--- src/rtl/mmio_rd_pkg.sv ---
package mmio_rd_pkg;

   localparam int OFF_W = 16;
   typedef logic [OFF_W-1:0] off_t;

   // Page offsets (software decodes these, so they are fixed).
   localparam off_t OFS_IMPL       = 16'h0018;
   localparam off_t OFS_CTRL0      = 16'h0020;
   localparam off_t OFS_CTRL0_DONE = 16'h0024;
   localparam off_t OFS_CTRL1      = 16'h0028;
   localparam off_t OFS_CTRL2      = 16'h002C;
   localparam off_t OFS_STATUS     = 16'h0040;
   localparam off_t OFS_IRQ_CTL    = 16'h0050;
   localparam off_t OFS_IRQ_DONE   = 16'h0054;
   localparam off_t OFS_FAULT      = 16'h0060;
   localparam off_t OFS_FAULT_ACK  = 16'h0064;
   localparam off_t OFS_FAULT_IRQ  = 16'h0068;
   localparam off_t OFS_STREAM     = 16'h0080;
   localparam off_t OFS_STREAM_CFG = 16'h0088;
   localparam off_t OFS_CMDQ       = 16'h0090;
   localparam off_t OFS_CMDQ_WR    = 16'h0098;
   localparam off_t OFS_CMDQ_RD    = 16'h009C;
   localparam off_t OFS_EVTQ       = 16'h00A0;
   localparam off_t OFS_EVTQ_WR    = 16'h00A8;
   localparam off_t OFS_EVTQ_RD    = 16'h00AC;

   typedef enum logic [1:0] {
      ACC_WORD  = 2'd0,
      ACC_DWORD = 2'd1,
      ACC_BAD   = 2'd2
   } acc_kind_e;

endpackage

--- src/rtl/mmio_rd_word_mux.sv ---
module mmio_rd_word_mux
   import mmio_rd_pkg::*;
#(
   parameter int NUM_ID = 6,
   parameter int WORD_W = 32
) (
   input  off_t                     off,
   input  logic [NUM_ID*WORD_W-1:0] id_words,
   input  logic [WORD_W-1:0]        impl_id,
   input  logic [WORD_W-1:0]        ctrl0,
   input  logic [WORD_W-1:0]        ctrl0_done,
   input  logic [WORD_W-1:0]        ctrl1,
   input  logic [WORD_W-1:0]        ctrl2,
   input  logic [WORD_W-1:0]        status,
   input  logic [WORD_W-1:0]        irq_ctl,
   input  logic [WORD_W-1:0]        fault_flags,
   input  logic [WORD_W-1:0]        fault_ack,
   input  logic [2*WORD_W-1:0]      fault_irq_addr,
   input  logic [2*WORD_W-1:0]      stream_base,
   input  logic [WORD_W-1:0]        stream_cfg,
   input  logic [2*WORD_W-1:0]      cmdq_base,
   input  logic [WORD_W-1:0]        cmdq_wr_idx,
   input  logic [WORD_W-1:0]        cmdq_rd_idx,
   input  logic [2*WORD_W-1:0]      evtq_base,
   input  logic [WORD_W-1:0]        evtq_wr_idx,
   input  logic [WORD_W-1:0]        evtq_rd_idx,
   output logic [WORD_W-1:0]        word
);

   localparam off_t ID_LAST = off_t'((NUM_ID - 1) * 4);

   logic                           in_id_range;
   logic [NUM_ID-1:0][WORD_W-1:0]  id_terms;
   logic [WORD_W-1:0]              id_word;
   logic [WORD_W-1:0]              reg_word;

   assign in_id_range = (off <= ID_LAST);

   // One gated term per identification word, OR-reduced below.
   for (genvar gi = 0; gi < NUM_ID; gi++) begin : g_id
      assign id_terms[gi] = (in_id_range && (off[OFF_W-1:2] == (OFF_W-2)'(gi)))
                            ? id_words[gi*WORD_W +: WORD_W] : '0;
   end

   always_comb begin
      id_word = '0;
      for (int k = 0; k < NUM_ID; k++) id_word = id_word | id_terms[k];
   end

   always_comb begin
      case (off)
         OFS_IMPL:           reg_word = impl_id;
         OFS_CTRL0:          reg_word = ctrl0;
         OFS_CTRL0_DONE:     reg_word = ctrl0_done;
         OFS_CTRL1:          reg_word = ctrl1;
         OFS_CTRL2:          reg_word = ctrl2;
         OFS_STATUS:         reg_word = status;
         OFS_IRQ_CTL,
         OFS_IRQ_DONE:       reg_word = irq_ctl;
         OFS_FAULT:          reg_word = fault_flags;
         OFS_FAULT_ACK:      reg_word = fault_ack;
         OFS_FAULT_IRQ:      reg_word = fault_irq_addr[WORD_W-1:0];
         OFS_FAULT_IRQ + 4:  reg_word = fault_irq_addr[2*WORD_W-1:WORD_W];
         OFS_STREAM:         reg_word = stream_base[WORD_W-1:0];
         OFS_STREAM + 4:     reg_word = stream_base[2*WORD_W-1:WORD_W];
         OFS_STREAM_CFG:     reg_word = stream_cfg;
         OFS_CMDQ:           reg_word = cmdq_base[WORD_W-1:0];
         OFS_CMDQ + 4:       reg_word = cmdq_base[2*WORD_W-1:WORD_W];
         OFS_CMDQ_WR:        reg_word = cmdq_wr_idx;
         OFS_CMDQ_RD:        reg_word = cmdq_rd_idx;
         OFS_EVTQ:           reg_word = evtq_base[WORD_W-1:0];
         OFS_EVTQ + 4:       reg_word = evtq_base[2*WORD_W-1:WORD_W];
         OFS_EVTQ_WR:        reg_word = evtq_wr_idx;
         OFS_EVTQ_RD:        reg_word = evtq_rd_idx;
         default:            reg_word = '0;
      endcase
   end

   // Identification range and the named offsets never overlap.
   assign word = in_id_range ? id_word : reg_word;

endmodule

--- src/rtl/mmio_rd_dword_mux.sv ---
module mmio_rd_dword_mux
   import mmio_rd_pkg::*;
#(
   parameter int DW = 64
) (
   input  off_t          off,
   input  logic [DW-1:0] fault_irq_addr,
   input  logic [DW-1:0] stream_base,
   input  logic [DW-1:0] cmdq_base,
   input  logic [DW-1:0] evtq_base,
   output logic [DW-1:0] dword
);

   always_comb begin
      case (off)
         OFS_FAULT_IRQ: dword = fault_irq_addr;
         OFS_STREAM:    dword = stream_base;
         OFS_CMDQ:      dword = cmdq_base;
         OFS_EVTQ:      dword = evtq_base;
         default:       dword = '0;
      endcase
   end

endmodule

--- src/rtl/mmio_rd_decode.sv ---
module mmio_rd_decode
   import mmio_rd_pkg::*;
#(
   parameter int ADDR_W   = 17,
   parameter int SIZE_W   = 4,
   parameter int WORD_W   = 32,
   parameter int NUM_ID   = 6,
   parameter bit ALIAS_EN = 1'b1
) (
   input  logic                     clk,
   input  logic                     rst_n,
   input  logic                     req_valid,
   input  logic                     req_write,
   input  logic [ADDR_W-1:0]        req_addr,
   input  logic [SIZE_W-1:0]        req_size,
   input  logic [NUM_ID*WORD_W-1:0] id_words_i,
   input  logic [WORD_W-1:0]        impl_id_i,
   input  logic [WORD_W-1:0]        ctrl0_i,
   input  logic [WORD_W-1:0]        ctrl0_done_i,
   input  logic [WORD_W-1:0]        ctrl1_i,
   input  logic [WORD_W-1:0]        ctrl2_i,
   input  logic [WORD_W-1:0]        status_i,
   input  logic [WORD_W-1:0]        irq_ctl_i,
   input  logic [WORD_W-1:0]        fault_flags_i,
   input  logic [WORD_W-1:0]        fault_ack_i,
   input  logic [2*WORD_W-1:0]      fault_irq_addr_i,
   input  logic [2*WORD_W-1:0]      stream_base_i,
   input  logic [WORD_W-1:0]        stream_cfg_i,
   input  logic [2*WORD_W-1:0]      cmdq_base_i,
   input  logic [WORD_W-1:0]        cmdq_wr_idx_i,
   input  logic [WORD_W-1:0]        cmdq_rd_idx_i,
   input  logic [2*WORD_W-1:0]      evtq_base_i,
   input  logic [WORD_W-1:0]        evtq_wr_idx_i,
   input  logic [WORD_W-1:0]        evtq_rd_idx_i,
   output logic                     rsp_valid,
   output logic [2*WORD_W-1:0]      rsp_data,
   output logic                     rsp_err
);

   localparam int DW         = 2 * WORD_W;
   localparam int WORD_BYTES = WORD_W / 8;
   localparam int DW_BYTES   = DW / 8;
   localparam int HI_W       = ADDR_W - OFF_W;

   initial begin
      if (ADDR_W <= OFF_W)
         $error("ADDR_W must exceed the page offset width");
      if (WORD_W != 32)
         $error("WORD_W must be 32");
      if (NUM_ID < 1 || NUM_ID > 6)
         $error("NUM_ID must be 1..6");
      if (DW_BYTES >= (1 << SIZE_W))
         $error("SIZE_W too narrow for an 8-byte size");
   end

   // ---------------- address aliasing ----------------
   logic [ADDR_W-1:0] eff_addr;

   if (ALIAS_EN) begin : g_alias
      assign eff_addr = req_addr & ~(ADDR_W'(1) << OFF_W);
   end else begin : g_no_alias
      assign eff_addr = req_addr;
   end

   off_t            off;
   logic [HI_W-1:0] hi_bits;
   logic            in_page;

   assign off     = eff_addr[OFF_W-1:0];
   assign hi_bits = eff_addr[ADDR_W-1:OFF_W];
   assign in_page = (hi_bits == '0);

   // ---------------- access classification ----------------
   acc_kind_e kind;

   always_comb begin
      if (req_size == SIZE_W'(WORD_BYTES))    kind = ACC_WORD;
      else if (req_size == SIZE_W'(DW_BYTES)) kind = ACC_DWORD;
      else                                    kind = ACC_BAD;
   end

   // ---------------- selection ----------------
   logic [WORD_W-1:0] word_sel;
   logic [DW-1:0]     dword_sel;

   mmio_rd_word_mux #(
      .NUM_ID (NUM_ID),
      .WORD_W (WORD_W)
   ) u_word (
      .off            (off),
      .id_words       (id_words_i),
      .impl_id        (impl_id_i),
      .ctrl0          (ctrl0_i),
      .ctrl0_done     (ctrl0_done_i),
      .ctrl1          (ctrl1_i),
      .ctrl2          (ctrl2_i),
      .status         (status_i),
      .irq_ctl        (irq_ctl_i),
      .fault_flags    (fault_flags_i),
      .fault_ack      (fault_ack_i),
      .fault_irq_addr (fault_irq_addr_i),
      .stream_base    (stream_base_i),
      .stream_cfg     (stream_cfg_i),
      .cmdq_base      (cmdq_base_i),
      .cmdq_wr_idx    (cmdq_wr_idx_i),
      .cmdq_rd_idx    (cmdq_rd_idx_i),
      .evtq_base      (evtq_base_i),
      .evtq_wr_idx    (evtq_wr_idx_i),
      .evtq_rd_idx    (evtq_rd_idx_i),
      .word           (word_sel)
   );

   mmio_rd_dword_mux #(
      .DW (DW)
   ) u_dword (
      .off            (off),
      .fault_irq_addr (fault_irq_addr_i),
      .stream_base    (stream_base_i),
      .cmdq_base      (cmdq_base_i),
      .evtq_base      (evtq_base_i),
      .dword          (dword_sel)
   );

   // ---------------- response formation ----------------
   logic [DW-1:0] nxt_data;
   logic          nxt_err;

   always_comb begin
      nxt_data = '0;
      nxt_err  = 1'b0;
      if (req_write) begin
         nxt_err = 1'b1;
      end else begin
         case (kind)
            ACC_WORD:  nxt_data = in_page ? {{WORD_W{1'b0}}, word_sel} : '0;
            ACC_DWORD: nxt_data = in_page ? dword_sel : '0;
            default:   nxt_err  = 1'b1;
         endcase
      end
   end

   always_ff @(posedge clk or negedge rst_n) begin
      if (!rst_n) begin
         rsp_valid <= 1'b0;
         rsp_data  <= '0;
         rsp_err   <= 1'b0;
      end else begin
         rsp_valid <= req_valid;
         if (req_valid) begin
            rsp_data <= nxt_data;
            rsp_err  <= nxt_err;
         end
      end
   end

   // ---------------- assertions ----------------
   a_r4_rsp_follows_req: assert property (@(posedge clk) disable iff (!rst_n)
      req_valid |=> rsp_valid);

   a_r4_no_spurious_rsp: assert property (@(posedge clk) disable iff (!rst_n)
      !req_valid |=> !rsp_valid);

   a_r3_write_errors: assert property (@(posedge clk) disable iff (!rst_n)
      (req_valid && req_write) |=> (rsp_err && rsp_data == '0));

   a_r2_bad_size_errors: assert property (@(posedge clk) disable iff (!rst_n)
      (req_valid && !req_write && req_size != SIZE_W'(WORD_BYTES) && req_size != SIZE_W'(DW_BYTES))
      |=> (rsp_err && rsp_data == '0));

   a_r11_word_upper_zero: assert property (@(posedge clk) disable iff (!rst_n)
      (req_valid && !req_write && req_size == SIZE_W'(WORD_BYTES))
      |=> (!rsp_err && rsp_data[DW-1:WORD_W] == '0));

   a_r7_irq_pair_same: assert property (@(posedge clk) disable iff (!rst_n)
      (req_valid && !req_write && req_size == SIZE_W'(WORD_BYTES) && in_page &&
       (off == OFS_IRQ_CTL || off == OFS_IRQ_DONE))
      |=> (rsp_data[WORD_W-1:0] == $past(irq_ctl_i)));

endmodule

--- config.mk ---
export PLATFORM = sky130hd
export DESIGN_NAME = mmio_rd_decode
export DESIGN_NICKNAME = d
export VERILOG_FILES = /design/src/rtl/mmio_rd_pkg.sv /design/src/rtl/mmio_rd_word_mux.sv /design/src/rtl/mmio_rd_dword_mux.sv /design/src/rtl/mmio_rd_decode.sv
export SDC_FILE = /design/constraint.sdc
export NUM_CORES = 1
export LEC_CHECK = 0
export CORE_AREA = 2 2 379 381
export DETAILED_ROUTE_END_ITERATION = 8
export DIE_AREA = 0 0 381 383
export DONT_BUFFER_PORTS = 1
export PLACE_DENSITY_LB_ADDON = 0.1
export SKIP_CTS_REPAIR_TIMING = 1
export SLEW_MARGIN = 0
export SYNTH_ARGS = -nofsm -noshare
export SYNTH_HDL_FRONTEND = slang
export SYNTH_SLANG_ARGS = --single-unit
export TNS_END_PERCENT = 10
--- constraint.sdc ---
create_clock -name clk -period 1.7 [get_ports clk]
set_clock_uncertainty 0.15 [all_clocks]
set_input_delay 0.34 -clock clk [delete_from_list [all_inputs] [get_ports clk]]
set_output_delay 0.34 -clock clk [all_outputs]
set_load 0.02 [all_outputs]
Word-level counts from Yosys, hierarchy flattened
Cells that the tools add are included.
- equal/unequal tests: 31
- bitwise logic cells: 5
- muxes and demuxes: 15
- reduce and logical (&&, ||, !) cells: 10
- $lt $le $gt $ge: 1
- operators with widths (kind ; count):
    case mux 32 bit (22 select lines) ; 1
    case mux 64 bit (4 select lines) ; 1
    2-to-1 mux 32 bit ; 7
    == test 16 x 8 -> 1 bit (second input constant) ; 11
    OR 32 bit ; 5
    case mux 64 bit (2 select lines) ; 1
    == test 16 x 7 -> 1 bit (second input constant) ; 7
    == test 16 x 6 -> 1 bit (second input constant) ; 4
    2-to-1 mux 64 bit ; 1
    == test 14 x 2 -> 1 bit (second input constant) ; 2
    == test 14 x 3 -> 1 bit (second input constant) ; 2
    == test 16 x 5 -> 1 bit (second input constant) ; 1
    less-or-equal comparator 16 x 5 -> 1 bit (second input constant) ; 1
    == test 14 x 1 -> 1 bit (second input constant) ; 1
    logical NOT 14 bit ; 1
    logical AND 1 bit ; 6
    == test 4 x 3 -> 1 bit (second input constant) ; 1
    == test 4 bit (second input constant) ; 1
    2-to-1 mux 2 bit ; 2
    OR reduction 2 bit ; 2
    == test 2 x 1 -> 1 bit (second input constant) ; 1
    logical NOT 2 bit ; 1
    2-to-1 mux 1 bit ; 2
- flip-flop bits (word level): 66
- output and inout port bits: 66
- logic and storage cells: 65
- input port bits: 921

Depth between registers and ports, before layout
- depth after elaboration: 11
- mapped depth: 10
- depth with buffers taken out: 6

Modules after synthesis
From an unflattened synthesis, not the netlist that was laid out.
- cell total of the unflattened synthesis: 1235
- area total of the unflattened synthesis: 10651.5 µm²
- by module, submodules not included (module ; area each (µm²) ; cells each ; times used ; seq. area each (µm²)):
    mmio_rd_word_mux ; 5845.6 ; 742 ; 1 ; 0.0
    mmio_rd_decode ; 2636.3 ; 186 ; 1 ; 1651.6
    mmio_rd_dword_mux ; 2169.6 ; 307 ; 1 ; 0.0

Worst setup path after synthesis
Ideal clock, no wire load.
- path type: input to register
- start: input req_addr[10]
- end: register rsp_data[20]
- stages: 9
- library setup time: 0.065 ns
- slack: -0.810 ns
- arrival time: 2.295 ns
- data required time: 1.485 ns
- path buffers: 3
- path through: or4_1 > buf_6 > buf_8 > buf_6 > nor4_4 > a22oi_2 > a31oi_1 > nor3b_1 > o21ba_1
- word-level cells in the longest chain between the ends: 11
- elaborated cells between the ends (all ways): 53
- classes of those cells: order compare (1); eq/ne (28); mux (11); bitwise (5); reduce/logical (8)
- RTL lines (item ; line ; text):
    from (decl) ; mmio_rd_decode.sv:14 ; input logic [ADDR_W-1:0] req_addr,
    less-or-equal comparator 16 x 5 -> 1 bit, or another cell as far along ; mmio_rd_word_mux.sv:37 ; assign in_id_range = (off <= ID_LAST);
    logical AND 1 bit ; mmio_rd_word_mux.sv:41 ; assign id_terms[gi] = (in_id_range && (off[OFF_W-1:2] == (OFF_W-2)'(gi)))
    2-to-1 mux 32 bit ; mmio_rd_word_mux.sv:42 ; ? id_words[gi*WORD_W +: WORD_W] : '0;
    OR 32 bit (5 in a row) ; mmio_rd_word_mux.sv:47 ; for (int k = 0; k < NUM_ID; k++) id_word = id_word | id_terms[k];
    2-to-1 mux 32 bit ; mmio_rd_word_mux.sv:80 ; assign word = in_id_range ? id_word : reg_word;
    case mux 64 bit (2 select lines) * ; mmio_rd_decode.sv:134 ; case (kind)
    2-to-1 mux 64 bit * ; mmio_rd_decode.sv:131 ; if (req_write) begin
    to (signal assigned) ; mmio_rd_decode.sv:150 ; rsp_data <= nxt_data;
    to (decl) ; mmio_rd_decode.sv:36 ; output logic [2*WORD_W-1:0] rsp_data,
Mark *: on every way between the ends. The rest lies on a longest branch, timed or not.
A chain may end at the register's enable or synchronous reset.

Worst setup path after layout
- start: input req_addr[10]
- end: register rsp_data[3]
Same word-level chain as after synthesis.

==> flow_metrics.tcl <==
set metrics [dict create \
    dieWidth_um 381 \
    yosysUniqueCellTypes 58 \
    wl_per_cell_um 46.10 \
    synth_async_sr_flop_share_pct 100.0 \
    fp.dieH_um 383 \
    cp-start-kind "primary input" \
    rsz0062_at_grt "yes" \
    cts_inserted_buffers 9 \
    end_kind "flop" \
    yosys_warnings 0 \
    leakage_nw 6.483 \
    yosys_register_bits 66 \
    powerDensity_mw_per_mm2 263.5 \
    failed_checks "hold timing, setup timing" \
    whs_ns -0.5547 \
    synthTopCellsByArea "a22oi_1 (19%), dfrtp_1 (17%), a22o_1 (10%), a221oi_1 (8.3%), nor4_4 (4.9%)" \
    yosys.area.top_type "a22oi_1" \
    status "finished with violations" \
    reg2reg_from "rsp_data[17]" \
    drt-vias-per-instance 4.270 \
    clk_path_buf_depth 2 \
    rr_worst_depth 6 \
    rows 139 \
    routabilityCongestion 0.8238 \
    cap_violations 0 \
    dp.final_hpwl_mm 137.4 \
    pin_count 987 \
    port_buffers 0 \
    endpoint "rsp_data[3]" \
    min_path_type "primary input to async pin" \
    cp.arrival_ns 2.84 \
    setup_violations 64 \
    h-tree-depth 3 \
    timing.rr.end "rsp_data[17]" \
    coreArea_mm2 0.1423 \
    fp.dieArea_mm2 0.1459 \
    grt_max_degree 67 \
    synthCells 1172 \
    clock_latency_ns 0.43 \
    fin_tns_setup_ns -53.58 \
    finalPower_mw 4.645 \
    synth_commonest_cells "a22oi_1 (247), a22o_1 (119), a221oi_1 (95)" \
    path_class "primary input to flop" \
    antenna_left 0 \
    synth_area_per_cell_um2 8.518 \
    cts_tree "done" \
    synth.top_cell.area_share_pct 18.57 \
    worst_pin_slew_ns 1.210 \
    place_ws_ns -2.194 \
    gr-total-overflow 0 \
    ys_seq_area_share_pct 16.54 \
    area_delta_synth_final_pct 76.58 \
    finalWorstSetupSlack_ns -0.9515 \
    fmax_ghz 0.3771 \
    fin_crit_sh_pct 156.0 \
    start_util_pct 7.017 \
    grt_pass1_vias 14490 \
    ir_worst_vdd_uv 608.8 \
    synth.most_common_cell "a22oi_1" \
    antenna_found_initial 85 \
    relSlewSlack_pct 19.32 \
    firstDrtPassIters 8 \
    cp-startpoint "req_addr[10]" \
    rrSetupSlack_ns -0.53 \
    grt_use_total_pct 20.56 \
    synth_ff_type "dfrtp_1" \
    fin_crit_ns 2.651 \
    slew_violations 0 \
    synthesis.nets 2093 \
    synth_edf_count 0 \
    required_ns 1.89 \
    synth_area_mm2 0.009983 \
    routed-via-count 14750 \
    drt-total-wl_mm 159.2 \
    crit_path_max_fanout 11 \
    hold_violations 68 \
    clkSlewWorstSetupHoldPaths_ns 0.09 \
    cts.sinks 66 \
    grt_pass1_wl_mm 189.0 \
    clockRootBuffer "clkbuf_16" \
    drt_iter0_drc 1444 \
    drive_gt1_share_pct 39.26 \
    fin_nets 2435 \
    drc 0 \
]
-- routing by layer --
metal / track usage [%] / part of all wire, %
met3: 6.342 / 7.2
met5: 0 / 0.17
met1: 23.00 / 39
met2: 37.56 / 51
met4: 5.109 / 2.6
-- registers in the layout, summed over array words and instances (netlist names) --
register   flops
rsp_err        1
rsp_data      64
rsp_valid      1
-- area by class of cell --
cell class                      instances  area [µm²]
Antenna cell                           32       80.08
Clock buffer                           11       252.7
Clock inverter                          4       51.30
Fill cell                           16450      124600
Inverter                                2       10.01
Multi-Input combinational cell        962        8107
Sequential cell                        66        1653
Tap cell                             1903        2381
Timing Repair Buffer                  473        5094
-- report_power, final --
group | internal, mW | leakage, nW | switching (mW)
Combinational | 0.328 | 5.42 | 0.311
Sequential | 1.57 | 0.914 | 0.00502
Clock | 1.21 | 0.148 | 1.22
-- metrics by stage --
stage | util [%] | cell area (µm²) | cells | hold WS, ns
floorplan | - | 10150 | 1172 | -0.1056
global placement | 11.03 | 15690 | 3299 | -0.1026
detailed placement | 11.03 | 15700 | 3299 | -0.1020
CTS | 11.25 | 16000 | 3314 | -0.6210
global route | 12.36 | 17590 | 3436 | -0.5930
finish | 12.39 | 17630 | 3453 | -0.5547
-- placed cells by master, fill, tap and decap left out, drive strengths merged, types with 4 or more instances in the layout --
cell	instances
buf	426
mux4	4
a21oi	36
nand3	30
nor4	60
a31oi	34
a222oi	32
nand2	86
nor2	8
a22o	119
o2bb2ai	32
or4bb	8
or4	6
dfrtp	66
nor2b	17
a211oi	11
diode	32
dlygate4sd3	41
or4b	12
clkbuf	17
and3	19
a22oi	248
mux2	22
nand4	13
a221oi	95
nor3	23
a21o	17
-- cell families (layout without fill, tap and decap cells) --
kind of cell    Yosys count  in the layout  synth area share, %
compound gates          642            642                51.12
buf+inv                 144            490                8.084
flops                    66             66                16.54
mux                      26             26                3.384
other cells               0             32                    0
simple gates            294            294                20.87
-- critical path, stage by stage --
cell and delay [ns]:
or4_4 0.64, buf_4 0.19, buf_12 0.11, buf_4 0.15, nor4_4 0.25, buf_4 0.17
buf_12 0.11, o41a_2 0.16, buf_12 0.14, buf_12 0.15, a21o_1 0.09, a21oi_1 0.08
a31oi_1 0.21
-- worst min path at each step --
| stage | cells past startpoint | startpoint | slack, ns | to |
|---|---|---|---|---|
| 2_1_floorplan | 0 | rst_n | -0.11 | rsp_data[0] |
| 3_3_place_gp | 0 | rst_n | -0.10 | rsp_valid |
| 3_5_place_dp | 0 | rst_n | -0.10 | rsp_valid |
| 4_1_cts | 0 | rst_n | -0.62 | rsp_data[14] |
| 5_1_grt | 0 | rst_n | -0.59 | rsp_data[9] |
| 6_report | 0 | rst_n | -0.55 | rsp_data[9] |
(Power assumes the default switching activity.)
